**config.mk**
```make
export PLATFORM = sky130hd
export DESIGN_NAME = cache_ecc_status
export DESIGN_NICKNAME = d
export VERILOG_FILES = /design/src/rtl/ecc_rpt_pkg.sv /design/src/rtl/ecc_err_class.sv /design/src/rtl/ecc_ctrl_regs.sv /design/src/rtl/ecc_rd_mux.sv /design/src/rtl/cache_ecc_status.sv
export SDC_FILE = /design/constraint.sdc
export NUM_CORES = 1
export LEC_CHECK = 0
export ABC_CLOCK_PERIOD_IN_PS = 1900
export BUFFER_PORTS_ARGS = -buffer_cell sky130_fd_sc_hd__buf_2
export CORE_MARGIN = 3
export CORE_UTILIZATION = 51
export DETAILED_ROUTE_END_ITERATION = 8
export GPL_ROUTABILITY_DRIVEN = 0
export PLACE_DENSITY = 0.77
export SKIP_LAST_GASP = 1
export SYNTH_ARGS = -nofsm -noshare
export SYNTH_HDL_FRONTEND = slang
export SYNTH_SLANG_ARGS = --single-unit
```
**constraint.sdc**
```tcl
create_clock -name clk_i -period 1.9 [get_ports clk_i]
set_input_delay 0 -clock clk_i [delete_from_list [all_inputs] [get_ports clk_i]]
set_output_delay 0 -clock clk_i [all_outputs]
set_load 0.005 [all_outputs]
```
**src/rtl/ecc_rpt_pkg.sv**
```systemverilog
package ecc_rpt_pkg;

    localparam int NUM_CLASSES = 3;

    typedef enum logic [1:0] {
        CLS_DIR_FIX  = 2'd0,
        CLS_DATA_FIX = 2'd1,
        CLS_DATA_BAD = 2'd2
    } err_class_e;

    localparam int unsigned OFF_GEOM   = 32'h000;
    localparam int unsigned OFF_WAYLIM = 32'h008;
    localparam int unsigned OFF_INJECT = 32'h040;
    localparam int unsigned OFF_LO     = 32'h0;
    localparam int unsigned OFF_HI     = 32'h4;
    localparam int unsigned OFF_CNT    = 32'h8;

    typedef struct packed {
        logic       sel;
        logic [7:0] bits;
    } inj_ctl_t;

    function automatic int unsigned class_base(input int c);
        case (c)
            0:       return 32'h100;
            1:       return 32'h140;
            default: return 32'h160;
        endcase
    endfunction

    function automatic logic inj_legal(input logic [31:0] v);
        return (v[7:0] != 8'hFF) && ((v & ~32'h0001_00FF) == 32'h0);
    endfunction

    function automatic logic [31:0] geom_word(input int banks, input int ways,
                                              input int lsets, input int lblk);
        return {8'(lblk), 8'(lsets), 8'(ways), 8'(banks)};
    endfunction

endpackage

```
**src/rtl/ecc_err_class.sv**
```systemverilog
module ecc_err_class #(
    parameter int ADDR_W = 64,
    parameter int CNT_W  = 32
) (
    input  logic              clk_i,
    input  logic              rst_i,
    input  logic              evt_i,
    input  logic [ADDR_W-1:0] evt_addr_i,
    input  logic              cnt_rd_i,
    output logic [ADDR_W-1:0] addr_q_o,
    output logic [CNT_W-1:0]  cnt_q_o,
    output logic              irq_o
);
    localparam logic [CNT_W-1:0] CNT_MAX = '1;

    always_ff @(posedge clk_i) begin
        if (rst_i) begin
            addr_q_o <= '0;
            cnt_q_o  <= '0;
            irq_o    <= 1'b0;
        end else begin
            if (evt_i) begin
                addr_q_o <= evt_addr_i;
                if (cnt_q_o != CNT_MAX) cnt_q_o <= cnt_q_o + 1'b1;
            end
            // A same-cycle event wins over the clear caused by a count read.
            if (evt_i)         irq_o <= 1'b1;
            else if (cnt_rd_i) irq_o <= 1'b0;
        end
    end

    assert_capture_R2: assert property (@(posedge clk_i) disable iff (rst_i)
        evt_i |=> addr_q_o == $past(evt_addr_i));
    assert_incr_R3: assert property (@(posedge clk_i) disable iff (rst_i)
        (evt_i && cnt_q_o != CNT_MAX) |=> cnt_q_o == $past(cnt_q_o) + 1'b1);
    assert_no_overflow_R3: assert property (@(posedge clk_i) disable iff (rst_i)
        (cnt_q_o == CNT_MAX) |=> cnt_q_o == CNT_MAX);
    assert_irq_set_R4: assert property (@(posedge clk_i) disable iff (rst_i)
        evt_i |=> irq_o);
    assert_irq_hold_R4: assert property (@(posedge clk_i) disable iff (rst_i)
        (irq_o && !cnt_rd_i) |=> irq_o);
    assert_irq_clr_R4: assert property (@(posedge clk_i) disable iff (rst_i)
        (cnt_rd_i && !evt_i) |=> !irq_o);
    assert_collide_R5: assert property (@(posedge clk_i) disable iff (rst_i)
        (cnt_rd_i && evt_i) |=> irq_o);
endmodule

```
**src/rtl/ecc_ctrl_regs.sv**
```systemverilog
module ecc_ctrl_regs
    import ecc_rpt_pkg::*;
#(
    parameter int OFFS_W = 9,
    parameter int WAYS   = 16
) (
    input  logic              clk_i,
    input  logic              rst_i,
    input  logic              wr_i,
    input  logic [OFFS_W-1:0] off_i,
    input  logic [31:0]       wdata_i,
    output logic [7:0]        way_q_o,
    output inj_ctl_t          inj_q_o,
    output logic              inj_go_o
);
    localparam logic [31:0] WAY_TOP = 32'(WAYS - 1);

    logic hit_way, hit_inj, way_ok, inj_ok;

    always_comb begin
        hit_way = wr_i && (off_i == OFFS_W'(OFF_WAYLIM));
        hit_inj = wr_i && (off_i == OFFS_W'(OFF_INJECT));
        way_ok  = hit_way && (wdata_i <= WAY_TOP);
        inj_ok  = hit_inj && inj_legal(wdata_i);
    end

    always_ff @(posedge clk_i) begin
        if (rst_i) begin
            way_q_o  <= '0;
            inj_q_o  <= '0;
            inj_go_o <= 1'b0;
        end else begin
            inj_go_o <= inj_ok;
            if (way_ok) way_q_o <= wdata_i[7:0];
            if (inj_ok) inj_q_o <= '{sel: wdata_i[16], bits: wdata_i[7:0]};
        end
    end

    assert_way_range_R8: assert property (@(posedge clk_i) disable iff (rst_i)
        32'(way_q_o) <= WAY_TOP);
    assert_inj_legal_R9: assert property (@(posedge clk_i) disable iff (rst_i)
        inj_go_o |-> inj_q_o.bits != 8'hFF);
    assert_inj_quiet_R9: assert property (@(posedge clk_i) disable iff (rst_i)
        !inj_go_o |-> $stable(inj_q_o) || $past(rst_i));
endmodule

```
**src/rtl/ecc_rd_mux.sv**
```systemverilog
module ecc_rd_mux
    import ecc_rpt_pkg::*;
#(
    parameter int OFFS_W = 9,
    parameter int CNT_W  = 32
) (
    input  logic [OFFS_W-1:0]                   off_i,
    input  logic [31:0]                         geom_i,
    input  logic [7:0]                          way_i,
    input  inj_ctl_t                            inj_i,
    input  logic [NUM_CLASSES-1:0][63:0]        addr_i,
    input  logic [NUM_CLASSES-1:0][CNT_W-1:0]   cnt_i,
    output logic [31:0]                         data_o,
    output logic [NUM_CLASSES-1:0]              cnt_hit_o
);
    always_comb begin
        data_o    = '0;
        cnt_hit_o = '0;
        if (off_i == OFFS_W'(OFF_GEOM))   data_o = geom_i;
        if (off_i == OFFS_W'(OFF_WAYLIM)) data_o = 32'(way_i);
        if (off_i == OFFS_W'(OFF_INJECT)) data_o = {15'd0, inj_i.sel, 8'd0, inj_i.bits};
        for (int c = 0; c < NUM_CLASSES; c++) begin
            if (off_i == OFFS_W'(class_base(c) + OFF_LO)) data_o = addr_i[c][31:0];
            if (off_i == OFFS_W'(class_base(c) + OFF_HI)) data_o = addr_i[c][63:32];
            if (off_i == OFFS_W'(class_base(c) + OFF_CNT)) begin
                data_o       = 32'(cnt_i[c]);
                cnt_hit_o[c] = 1'b1;
            end
        end
    end
endmodule

```
**src/rtl/cache_ecc_status.sv**
```systemverilog
module cache_ecc_status
    import ecc_rpt_pkg::*;
#(
    parameter int OFFS_W    = 9,
    parameter int CNT_W     = 32,
    parameter int BANKS     = 4,
    parameter int WAYS      = 16,
    parameter int LOG2_SETS = 9,
    parameter int LOG2_BLK  = 6
) (
    input  logic                 clk_i,
    input  logic                 rst_i,
    input  logic [2:0]           evt_i,
    input  logic [2:0][63:0]     evt_addr_i,
    input  logic                 req_i,
    input  logic                 we_i,
    input  logic [OFFS_W-1:0]    addr_i,
    input  logic [31:0]          wdata_i,
    output logic [31:0]          rdata_o,
    output logic                 rvalid_o,
    output logic [2:0]           irq_o,
    output logic [7:0]           way_max_o,
    output logic [7:0]           inj_bit_o,
    output logic                 inj_sel_o,
    output logic                 inj_go_o
);
    localparam logic [31:0] GEOM = geom_word(BANKS, WAYS, LOG2_SETS, LOG2_BLK);

    logic [OFFS_W-1:0]                  off;
    logic                               rd, wr;
    logic [NUM_CLASSES-1:0][63:0]       cls_addr;
    logic [NUM_CLASSES-1:0][CNT_W-1:0]  cls_cnt;
    logic [NUM_CLASSES-1:0]             cnt_hit;
    logic [31:0]                        mux_data;
    inj_ctl_t                           inj_q;

    assign off = {addr_i[OFFS_W-1:2], 2'b00};
    assign rd  = req_i && !we_i;
    assign wr  = req_i && we_i;

    for (genvar c = 0; c < NUM_CLASSES; c++) begin : g_cls
        ecc_err_class #(.ADDR_W(64), .CNT_W(CNT_W)) cls_i (
            .clk_i      (clk_i),
            .rst_i      (rst_i),
            .evt_i      (evt_i[c]),
            .evt_addr_i (evt_addr_i[c]),
            .cnt_rd_i   (rd && cnt_hit[c]),
            .addr_q_o   (cls_addr[c]),
            .cnt_q_o    (cls_cnt[c]),
            .irq_o      (irq_o[c])
        );
    end

    ecc_rd_mux #(.OFFS_W(OFFS_W), .CNT_W(CNT_W)) mux_i (
        .off_i     (off),
        .geom_i    (GEOM),
        .way_i     (way_max_o),
        .inj_i     (inj_q),
        .addr_i    (cls_addr),
        .cnt_i     (cls_cnt),
        .data_o    (mux_data),
        .cnt_hit_o (cnt_hit)
    );

    ecc_ctrl_regs #(.OFFS_W(OFFS_W), .WAYS(WAYS)) ctrl_i (
        .clk_i    (clk_i),
        .rst_i    (rst_i),
        .wr_i     (wr),
        .off_i    (off),
        .wdata_i  (wdata_i),
        .way_q_o  (way_max_o),
        .inj_q_o  (inj_q),
        .inj_go_o (inj_go_o)
    );

    assign inj_bit_o = inj_q.bits;
    assign inj_sel_o = inj_q.sel;

    always_ff @(posedge clk_i) begin
        if (rst_i) begin
            rdata_o  <= '0;
            rvalid_o <= 1'b0;
        end else begin
            rvalid_o <= rd;
            if (rd) rdata_o <= mux_data;
        end
    end

    assert_rvalid_R10: assert property (@(posedge clk_i) disable iff (rst_i)
        rd |=> rvalid_o);
    assert_rvalid_only_R10: assert property (@(posedge clk_i) disable iff (rst_i)
        !rd |=> !rvalid_o);
    assert_cnt_hit_onehot_R6: assert property (@(posedge clk_i) disable iff (rst_i)
        $onehot0(cnt_hit));
    assert_write_keeps_irq_R11: assert property (@(posedge clk_i) disable iff (rst_i)
        (wr && evt_i == 3'b000) |=> irq_o == $past(irq_o));
endmodule

```
Word-level counts from Yosys, hierarchy flattened
Index checks and enable logic that the tools add are counted.
{"block": "word_totals", "in_bits": 240, "n_memories": 0, "ff_bits": 342, "mem_bits_ro": 0, "latchBits": 0, "ram_bits": 0}
{"block": "op_classes", "mul": 0, "magnitude_cmp": 1, "reduce_logical": 19, "n_div": 0, "n_bitwise": 0, "mux": 21, "n_eq_ne": 15, "add_sub_neg": 3, "shifts": 0}
{"cell": "2-to-1 mux 32 bit", "n": 11}
{"cell": "adder 32 x 1 -> 32 bit (second input constant)", "n": 3}
{"cell": "inequality test 32 bit (second input constant)", "n": 3}
{"cell": "== test 7 bit (second input constant)", "n": 9}
{"cell": "<= comparator 32 x 4 -> 1 bit (second input constant)", "n": 1}
{"cell": "logical NOT 32 bit", "n": 1}
{"cell": "2-to-1 mux 27 bit", "n": 1}
{"cell": "logical AND 1 bit", "n": 10}
{"cell": "logical NOT 9 bit", "n": 1}
{"cell": "2-to-1 mux 1 bit", "n": 9}
{"cell": "inequality test 8 bit (second input constant)", "n": 1}
{"cell": "== test 7 x 2 -> 1 bit (second input constant)", "n": 1}
{"cell": "== test 7 x 5 -> 1 bit (second input constant)", "n": 1}
{"cell": "AND reduction 2 bit", "n": 3}
{"cell": "nonzero test 2 bit", "n": 3}
{"cell": "logical NOT 1 bit", "n": 1}

Logic depth before layout (Yosys ltp)
Gate-level depths: netlist of the first run.
{"block": "depth", "depth_word": 13, "mapped_depth": 8}

By module
Synthesis of the first run repeated with hierarchy kept, for this count alone.
{"block": "hier_totals", "cells_unflattened": 2021, "area_unflattened_um2": 18027.3}
{"mod": "ecc_err_class", "area_per_inst_um2": 3988.8, "cells_each": 408, "n_inst": 3}
{"mod": "ecc_rd_mux", "area_per_inst_um2": 3483.3, "cells_each": 546, "n_inst": 1}
{"mod": "cache_ecc_status", "area_per_inst_um2": 1602.8, "cells_each": 153, "n_inst": 1}
{"mod": "ecc_ctrl_regs", "area_per_inst_um2": 974.7, "cells_each": 98, "n_inst": 1}

Least setup slack after synthesis of the first run
No wires, ideal clock.
{"block": "synth_path", "kind": "flip-flop to flip-flop", "from": "register g_cls[1].cls_i.cnt_q_o[0]", "to": "register g_cls[1].cls_i.cnt_q_o[17]", "setup_slack_ns": -0.124, "t_arrival_ns": 1.953, "synth_period_minus_slack_ns": 2.024, "setup_time_ns": 0.070, "n_path_buf": 1, "t_required_ns": 1.830, "stages_incl_launch_ff": 8, "path_cell_list": "dfxtp_1 > ha_1 > and4_1 > and4_1 > buf_2 > a211o_1 > or4_1 > a21oi_1"}
{"block": "synth_via", "elab_chain_len": 2, "word_cells_on_any_way": 3, "cone_classes": "1 x add/sub; 1 x eq/ne; 1 x reduce/logical"}
{"element": "start, declared", "line": "ecc_err_class.sv:11", "source": "output logic [CNT_W-1:0] cnt_q_o,"}
{"element": "start signal, assigned", "line": "ecc_err_class.sv:24", "source": "if (cnt_q_o != CNT_MAX) cnt_q_o <= cnt_q_o + 1'b1;"}
{"element": "parallel branches: the longest is 2 deep, another holds adder 32 x 1 -> 32 bit"}
Several ways; the timed one is not identified.
A chain may end at the register's enable or synchronous reset.

Worst setup path after layout of the first run
{"block": "layout_path", "from": "register g_cls[0].cls_i.cnt_q_o[18]", "to": "register rdata_o[18]"}
{"block": "layout_via", "elab_chain_len": 7}
{"element": "start, declared", "line": "ecc_err_class.sv:11"}
{"element": "start signal, assigned", "line": "ecc_err_class.sv:24"}
{"element": "2-to-1 mux 32 bit", "line": "ecc_rd_mux.sv:25", "source": "if (off_i == OFFS_W'(class_base(c) + OFF_CNT)) begin"}
{"element": "2-to-1 mux 32 bit", "line": "ecc_rd_mux.sv:23", "source": "if (off_i == OFFS_W'(class_base(c) + OFF_LO)) data_o = addr_i[c][31:0];"}
{"element": "2-to-1 mux 32 bit", "line": "ecc_rd_mux.sv:24", "source": "if (off_i == OFFS_W'(class_base(c) + OFF_HI)) data_o = addr_i[c][63:32];"}
{"element": "2-to-1 mux 32 bit", "line": "ecc_rd_mux.sv:25"}
{"element": "2-to-1 mux 32 bit", "line": "ecc_rd_mux.sv:23"}
{"element": "2-to-1 mux 32 bit", "line": "ecc_rd_mux.sv:24"}
{"element": "2-to-1 mux 32 bit", "line": "ecc_rd_mux.sv:25"}
{"element": "end signal, assigned", "line": "cache_ecc_status.sv:85", "source": "if (rd) rdata_o <= mux_data;"}
{"element": "end, declared", "line": "cache_ecc_status.sv:19", "source": "output logic [31:0] rdata_o,"}
No other way between the ends.

==> results.json, run 1 <==
{
  "final_max_slew_viol_count": 0,
  "port_buffers": 291,
  "wl_per_cell_um": 24.4,
  "rsz0062_at_grt": "true",
  "cts_tree": "built",
  "timing.slew.headroom": 0.294,
  "drive_gt1_frac": 0.254,
  "vdd_drop_max_v": 0.000815,
  "clock-root-buffer": "clkbuf_16",
  "die_h_um": 187,
  "core_area_mm2": 0.0319,
  "cp-startpoint": "g_cls[0].cls_i.cnt_q_o[18]",
  "p_leak_uw": 0.00985,
  "route.vias.total": 19100,
  "cp_cell_sequence": "nand2b_1, o22ai_2, o21ai_0, a221oi_1, buf_4, o32ai_1",
  "start_util": 0.521,
  "grt_usage": 0.391,
  "slowest_stage": "o21ai_0",
  "min_period_over_period": 1.07,
  "fillerInstances": 2045,
  "placedCellCount": 2661,
  "drc": 2,
  "setup_ws_ps": -130,
  "layout_common_cells": "nor2_1 (358), dfxtp_1 (330), buf_2 (287), dlygate4sd3_1 (219), mux2i_1 (217)",
  "htreeDepth": 2,
  "crit_type": "flop to flop",
  "reg2reg_depth": 6,
  "drv_cap": 0,
  "grt_pass1_vias": 18600,
  "hold_violations": 0,
  "cp_num_cells": 6,
  "period_needed_ps": 2030,
  "finalWirelength_um": 72400,
  "clock_skew_ps": 29.1,
  "setup_viol": 9,
  "fp.dieW_um": 187,
  "cp_max_fo": 6,
  "avgViaCountPerCell": 6.44,
  "cpLargestDelayFamily": "compound AO/OA/AOI/OAI gates",
  "syn_inst": 1901,
  "yosys.area.top_type": "dfxtp_1",
  "clk_latency_ps": 540,
  "pin_count": 294,
  "grt_max_degree": 104,
  "cts_buffers": 39,
  "drt_iter0_markers": 3418,
  "syn_nets": 2144,
  "place_hpwl_um": 43700,
  "synth_top_area_frac": 0.412,
  "r2r-start": "g_cls[0].cls_i.cnt_q_o[18]",
  "rows": 65,
  "grt_pass1_wl_um": 108000,
  "worstPathRequired_ps": 2350,
  "ys_seq_elements": 342,
  "synth_cell_types": 80,
  "die_area_mm2": 0.0348,
  "violations": "design-rule violations, negative setup slack",
  "holdWs_ps": 10.1,
  "finalInstanceArea_mm2": 0.0235,
  "ys_seq_area_frac": 0.412,
  "critPathMaxStageDelay_ps": 740,
  "startpoint_type": "flop",
  "synth_edf_count": 0,
  "critPathCapture": "rdata_o[18]",
  "synth_area_mm2": 0.0166,
  "critical_path_buf_inv_count": 1,
  "antenna_found_initial": 7,
  "ys.flop_type": "dfxtp_1",
  "fin_util": 0.737,
  "ant_nets": 0,
  "yosysWarnings": 0,
  "crit_path_end_kind": "flop",
  "drt_pre_antenna_iters": 9,
  "fin_nets": 2743,
  "dp_slack_ps": -222,
  "fmax_mhz": 493,
  "cp.arrival_ps": 2480,
  "final_cells": 2967,
  "holdCritPathClass": "input pin to flop",
  "worstMarginPinSlew_ps": 1050,
  "clock_sinks": 342,
  "run_status": "finished, violations left",
  "mostFrequentLayoutCell": "nor2_1",
  "synth_area_leaders": "dfxtp_1 (41%), mux2i_1 (13%), nor2_1 (8.1%)",
  "synthArstFlopShare": 0,
  "clockBufferDepth": 3,
  "area.growth.synth_to_final_pct": 41.4,
  "clkTransAtPathRegs_ps": 70,
  "grt_overflow": 0,
  "power.density_mw_per_mm2": 774,
  "post_dp_cell_area_mm2": 0.0196,
  "syn_avg_cell_area_um2": 8.75,
  "rrSetupSlack_ps": -130,
  "r2r_end": "rdata_o[18]"
}
-- final cells by class --
class	count	area (um2)	area share
Tap cell	435	544	0.0232
Timing Repair Buffer	713	5390	0.229
Clock buffer	48	1060	0.0451
Sequential cell	342	6860	0.292
Clock inverter	21	303	0.0129
Inverter	19	71.3	0.00303
Antenna cell	4	10.0	0.000426
Multi-Input combinational cell	1385	9260	0.394
-- state kept, by name (all words and copies together), names as in the netlist --
register              flops
rdata_o                  32
g_cls.cls_i.cnt_q_o      96
ctrl_i.inj_q_o            9
g_cls.cls_i.irq_o         3
ctrl_i.way_q_o            8
ctrl_i.inj_go_o           1
g_cls.cls_i.addr_q_o    192
rvalid_o                  1
-- metrics by stage --
step | total power [uW] | setup TNS, ps
final | 18200 | -324
after global routing | 18600 | -2860
after CTS | 17900 | -3.94
after detailed placement | 9580 | -1260
after global placement | 9530 | -472
after floorplan | 8740 | 0
-- how the worst min path moves through the flow --
stage	cells past startpoint	start	slack, ps	endpoint
3_5_place_dp	3	evt_addr_i[73]	240	g_cls[1].cls_i.addr_q_o[9]
4_1_cts	5	we_i	8	rdata_o[17]
2_1_floorplan	2	evt_addr_i[32]	150	g_cls[0].cls_i.addr_q_o[32]
3_3_place_gp	3	evt_addr_i[107]	230	g_cls[1].cls_i.addr_q_o[43]
6_report	4	req_i	10	rvalid_o
5_1_grt	4	req_i	20	rvalid_o
-- timing repair --
item / in CTS / in global routing
hold buffers: 219 / 0
pin swaps: 2 / 16
setup buffers: 1 / 10
hold endpoints to repair: 217 / 0
endpoints found under the setup margin: 10 / 82
gates cloned: 2 / 1
resized for setup: 5 / 58
-- kinds of logic after synthesis --
| kind of cell | Yosys count | synth area share |
|---|---|---|
| AO/OA/AOI/OAI | 388 | 0.165 |
| XOR/XNOR | 61 | 0.0321 |
| adder cells (fa/ha/maj) | 3 | 0.00226 |
| buffers and inverters | 176 | 0.0470 |
| flip-flops | 342 | 0.412 |
| multiplexers | 221 | 0.133 |
| AND/OR/NAND/NOR | 710 | 0.208 |
-- report_power, final --
part | internal (uW) | switching (uW)
registers | 7470 | 264
logic | 1080 | 1190
clock network | 4950 | 3250
total | 13500 | 4710
-- cell usage after synthesis, drive strengths merged, types with 4 or more instances --
library cell	n
nor2	362
dfxtp	342
mux2i	217
o21ai	91
clkbuf	82
nand2	80
buf	75
a21oi	59
nand3	47
xnor2	42
a221oi	38
nand4	36
a22oi	26
nor3	24
nor4	24
nor2b	22
o22ai	22
and4	20
nand2b	20
o32ai	20
inv	19
xor2	19
a211oi	18
and3	16
o221ai	16
or3	16
o22a	14
or4	13
a31oi	12
o31ai	12
a2111oi	10
and2	10
a22o	9
a311o	6
a311oi	5
a211o	4
mux2	4
o211ai	4
or2	4
-- routing by layer --
layer  vias to the layer above  routed length [um]  GRT usage
li1                       8152                   -          -
met1                      8812               24700      0.468
met2                      1651               31800      0.619
met3                       494                9480      0.110
met4                         6                6370      0.254
met5                         -                  49          0
-- worst reg2reg max path, delay by kind of cell (launching register included) --
family | cells | cell delay, ps
compound gates | 4 | 1200
buf+inv | 1 | 220
flops | 1 | 400
simple gates | 1 | 150
Power figures use the tool's default switching activity.
==> run 2, diff against run 1 <==
--- a/config.mk
+++ b/config.mk
@@ -6,12 +6,13 @@
 export NUM_CORES = 1
 export LEC_CHECK = 0
 export ABC_CLOCK_PERIOD_IN_PS = 1900
-export BUFFER_PORTS_ARGS = -buffer_cell sky130_fd_sc_hd__buf_2
+export CAP_MARGIN = 20
 export CORE_MARGIN = 3
-export CORE_UTILIZATION = 51
+export CORE_UTILIZATION = 58
 export DETAILED_ROUTE_END_ITERATION = 8
+export DONT_BUFFER_PORTS = 1
 export GPL_ROUTABILITY_DRIVEN = 0
-export PLACE_DENSITY = 0.77
+export PLACE_DENSITY = 0.76
 export SKIP_LAST_GASP = 1
 export SYNTH_ARGS = -nofsm -noshare
 export SYNTH_HDL_FRONTEND = slang
==> run 2 against run 1 <==
The flow finishes with violations (negative hold slack). Sequential cell count stayed put. Worst hold slack worse by 470 ps. Maximum frequency up 7.3%. Worst setup slack better by 140 ps. Critical endpoint is now g_cls[1].cls_i.cnt_q_o[17]. Largest power group is now registers.
==> results.json, run 2 (synthesis gave the netlist of run 1 again) <==
{
  "run_status": "finished, violations left",
  "violations": "negative hold slack",
  "total_power_uw": 16300,
  "grt_overflow": 0,
  "fin_nets": 2435,
  "vdd_drop_max_v": 0.000813,
  "crit_type": "flop to flop",
  "hold_buffers": 244,
  "ant_nets": 0,
  "mostFrequentLayoutCell": "nor2_1",
  "period_needed_ps": 1890,
  "r2r_end": "g_cls[1].cls_i.cnt_q_o[17]",
  "layout_common_cells": "nor2_1 (359), dfxtp_1 (338), dlygate4sd3_1 (242), mux2i_1 (217), buf_4 (157)",
  "rsz0062_at_grt": "true",
  "antenna_found_initial": 9,
  "clock-root-buffer": "clkbuf_16",
  "cp_max_fo": 4,
  "drt_pre_antenna_iters": 7,
  "wl_per_cell_um": 25.0,
  "rows": 61,
  "comb_power_share": 0.094,
  "core_area_mm2": 0.0280,
  "clock_skew_ps": 13.1,
  "top_regs": "g_cls.cls_i.addr_q_o (192), g_cls.cls_i.cnt_q_o (96), rdata_o (32)",
  "fillerInstances": 1739,
  "fp.dieW_um": 175,
  "drt_iter0_markers": 2830,
  "reg2reg_depth": 6,
  "grt_pass1_wl_um": 97100,
  "min_from": "rst_i",
  "clock_sinks": 342,
  "grt_usage": 0.402,
  "drc": 0,
  "finalWirelength_um": 65100,
  "drive_gt1_frac": 0.127,
  "drv_cap": 0,
  "timing.slew.headroom": 0.515,
  "start_util": 0.594,
  "power.density_mw_per_mm2": 760,
  "cts_buffers": 37,
  "worstMarginPinSlew_ps": 724,
  "whs_path_depth": 1,
  "regMostFlops": "g_cls.cls_i.addr_q_o",
  "r2r-start": "g_cls[1].cls_i.cnt_q_o[0]",
  "min_period_over_period": 0.996,
  "hold_path_end": "g_cls[0].cls_i.cnt_q_o[18]",
  "clk_latency_ps": 530,
  "clockBufferDepth": 3,
  "avgViaCountPerCell": 6.69,
  "rrSetupSlack_ps": 7,
  "largest_register_ffs": 192,
  "holdCritPathClass": "input pin to flop",
  "pin_count": 294,
  "cp.arrival_ps": 2350,
  "fmax_mhz": 528,
  "final_max_slew_viol_count": 0,
  "area.growth.synth_to_final_pct": 29.4,
  "grt_max_degree": 347,
  "seq_power_share": 0.472,
  "p_leak_uw": 0.00872,
  "die_h_um": 175,
  "swShare": 0.241,
  "die_area_mm2": 0.0307,
  "p_clk_frac": 0.435,
  "place_hpwl_um": 40600,
  "startpoint_type": "flop",
  "htreeDepth": 2,
  "setup_viol": 0,
  "port_buffers": 0,
  "grt_pass1_vias": 16800,
  "holdWs_ps": -462,
  "worstPathRequired_ps": 2350,
  "switchingPower_uw": 3930,
  "route.vias.total": 17400,
  "cts_tree": "built",
  "internal_power_uw": 12400,
  "tns_ps": 0,
  "crit_path_end_kind": "flop",
  "clkTransAtPathRegs_ps": 60,
  "hold_violations": 116
}
[run 2: changes by cell type in the layout (fill, tap and decap cells not counted), moves of 8 or more]
cell / before / now
buf_2: 287 / 0
buf_4: 187 / 157
dfxtp_2: 11 / 3
dfxtp_1: 330 / 338
buf_12: 15 / 6
dlygate4sd3_1: 219 / 242
[run 2: power by group through the flow]
stage          registers (uW)  clock network, uW  logic (uW)
2_1_floorplan            7750                  0         990
3_3_place_gp             7830                  0         964
3_5_place_dp             7840                  0         996
4_1_cts                  7690               7050        1420
5_1_grt                  7730               7380        1630
6_report                 7710               7110        1530
[run 2: metrics by stage]
stage	setup slack (ps)	hold slack (ps)	instance area, um2	util	cells
after global placement	57.9	98.0	17700	0.631	2279
after floorplan	0.103	147	16700	-	1901
final	7.43	-462	21500	0.768	2605
after global routing	-45.7	-459	21500	0.768	2603
after CTS	-18.3	-431	21300	0.761	2588
after detailed placement	-2.05	116	17700	0.631	2279
[run 2: routing by layer]
metal	wire [um]	GRT usage	vias up	share of wire
met4	5740	0.261	0	0.088
met2	28300	0.625	1409	0.44
li1	-	-	7485	-
met5	0	0	-	0
met3	8210	0.110	373	0.13
met1	22800	0.491	8158	0.35
[run 2: area by class of cell]
| cell class | instances | area [um2] | share of cell area |
|---|---|---|---|
| diodes | 9 | 22.5 | 0.00105 |
| repair buffers | 408 | 3770 | 0.175 |
| clock inverters | 9 | 80.1 | 0.00372 |
| inverters | 19 | 71.3 | 0.00332 |
| clock buffers | 56 | 1090 | 0.0506 |
| well taps | 378 | 473 | 0.0220 |
| flip-flops and latches | 342 | 6850 | 0.319 |
| multi-input cells | 1384 | 9140 | 0.425 |
[run 2: critical path, cell delays in order, from the launching register on]
cell     delay (ps)
dfxtp_4         350
ha_4            160
and4_1          210
and4_4          210
a211o_1         330
or4_1           420
a21oi_2         140
[run 2: timing repair]
action,4_1_cts,5_1_grt
setup buffers,0,6
gates resized for setup,2,26
gates cloned,0,1
hold endpoints to repair,342,116
pin swaps,1,5
setup endpoints to repair,5,44
[run 2: worst max path at each step]
stage	from	to	slack (ps)	cells past startpoint
global route	g_cls[2].cls_i.cnt_q_o[1]	g_cls[2].cls_i.cnt_q_o[1]	-50	6
CTS	g_cls[0].cls_i.cnt_q_o[0]	g_cls[0].cls_i.cnt_q_o[12]	-20	7
finish	g_cls[1].cls_i.cnt_q_o[0]	g_cls[1].cls_i.cnt_q_o[17]	7	6
global placement	g_cls[0].cls_i.cnt_q_o[8]	g_cls[0].cls_i.cnt_q_o[25]	60	5
floorplan	g_cls[0].cls_i.cnt_q_o[0]	g_cls[0].cls_i.cnt_q_o[18]	0.1	7
detailed placement	g_cls[0].cls_i.cnt_q_o[0]	g_cls[0].cls_i.cnt_q_o[16]	-2	6
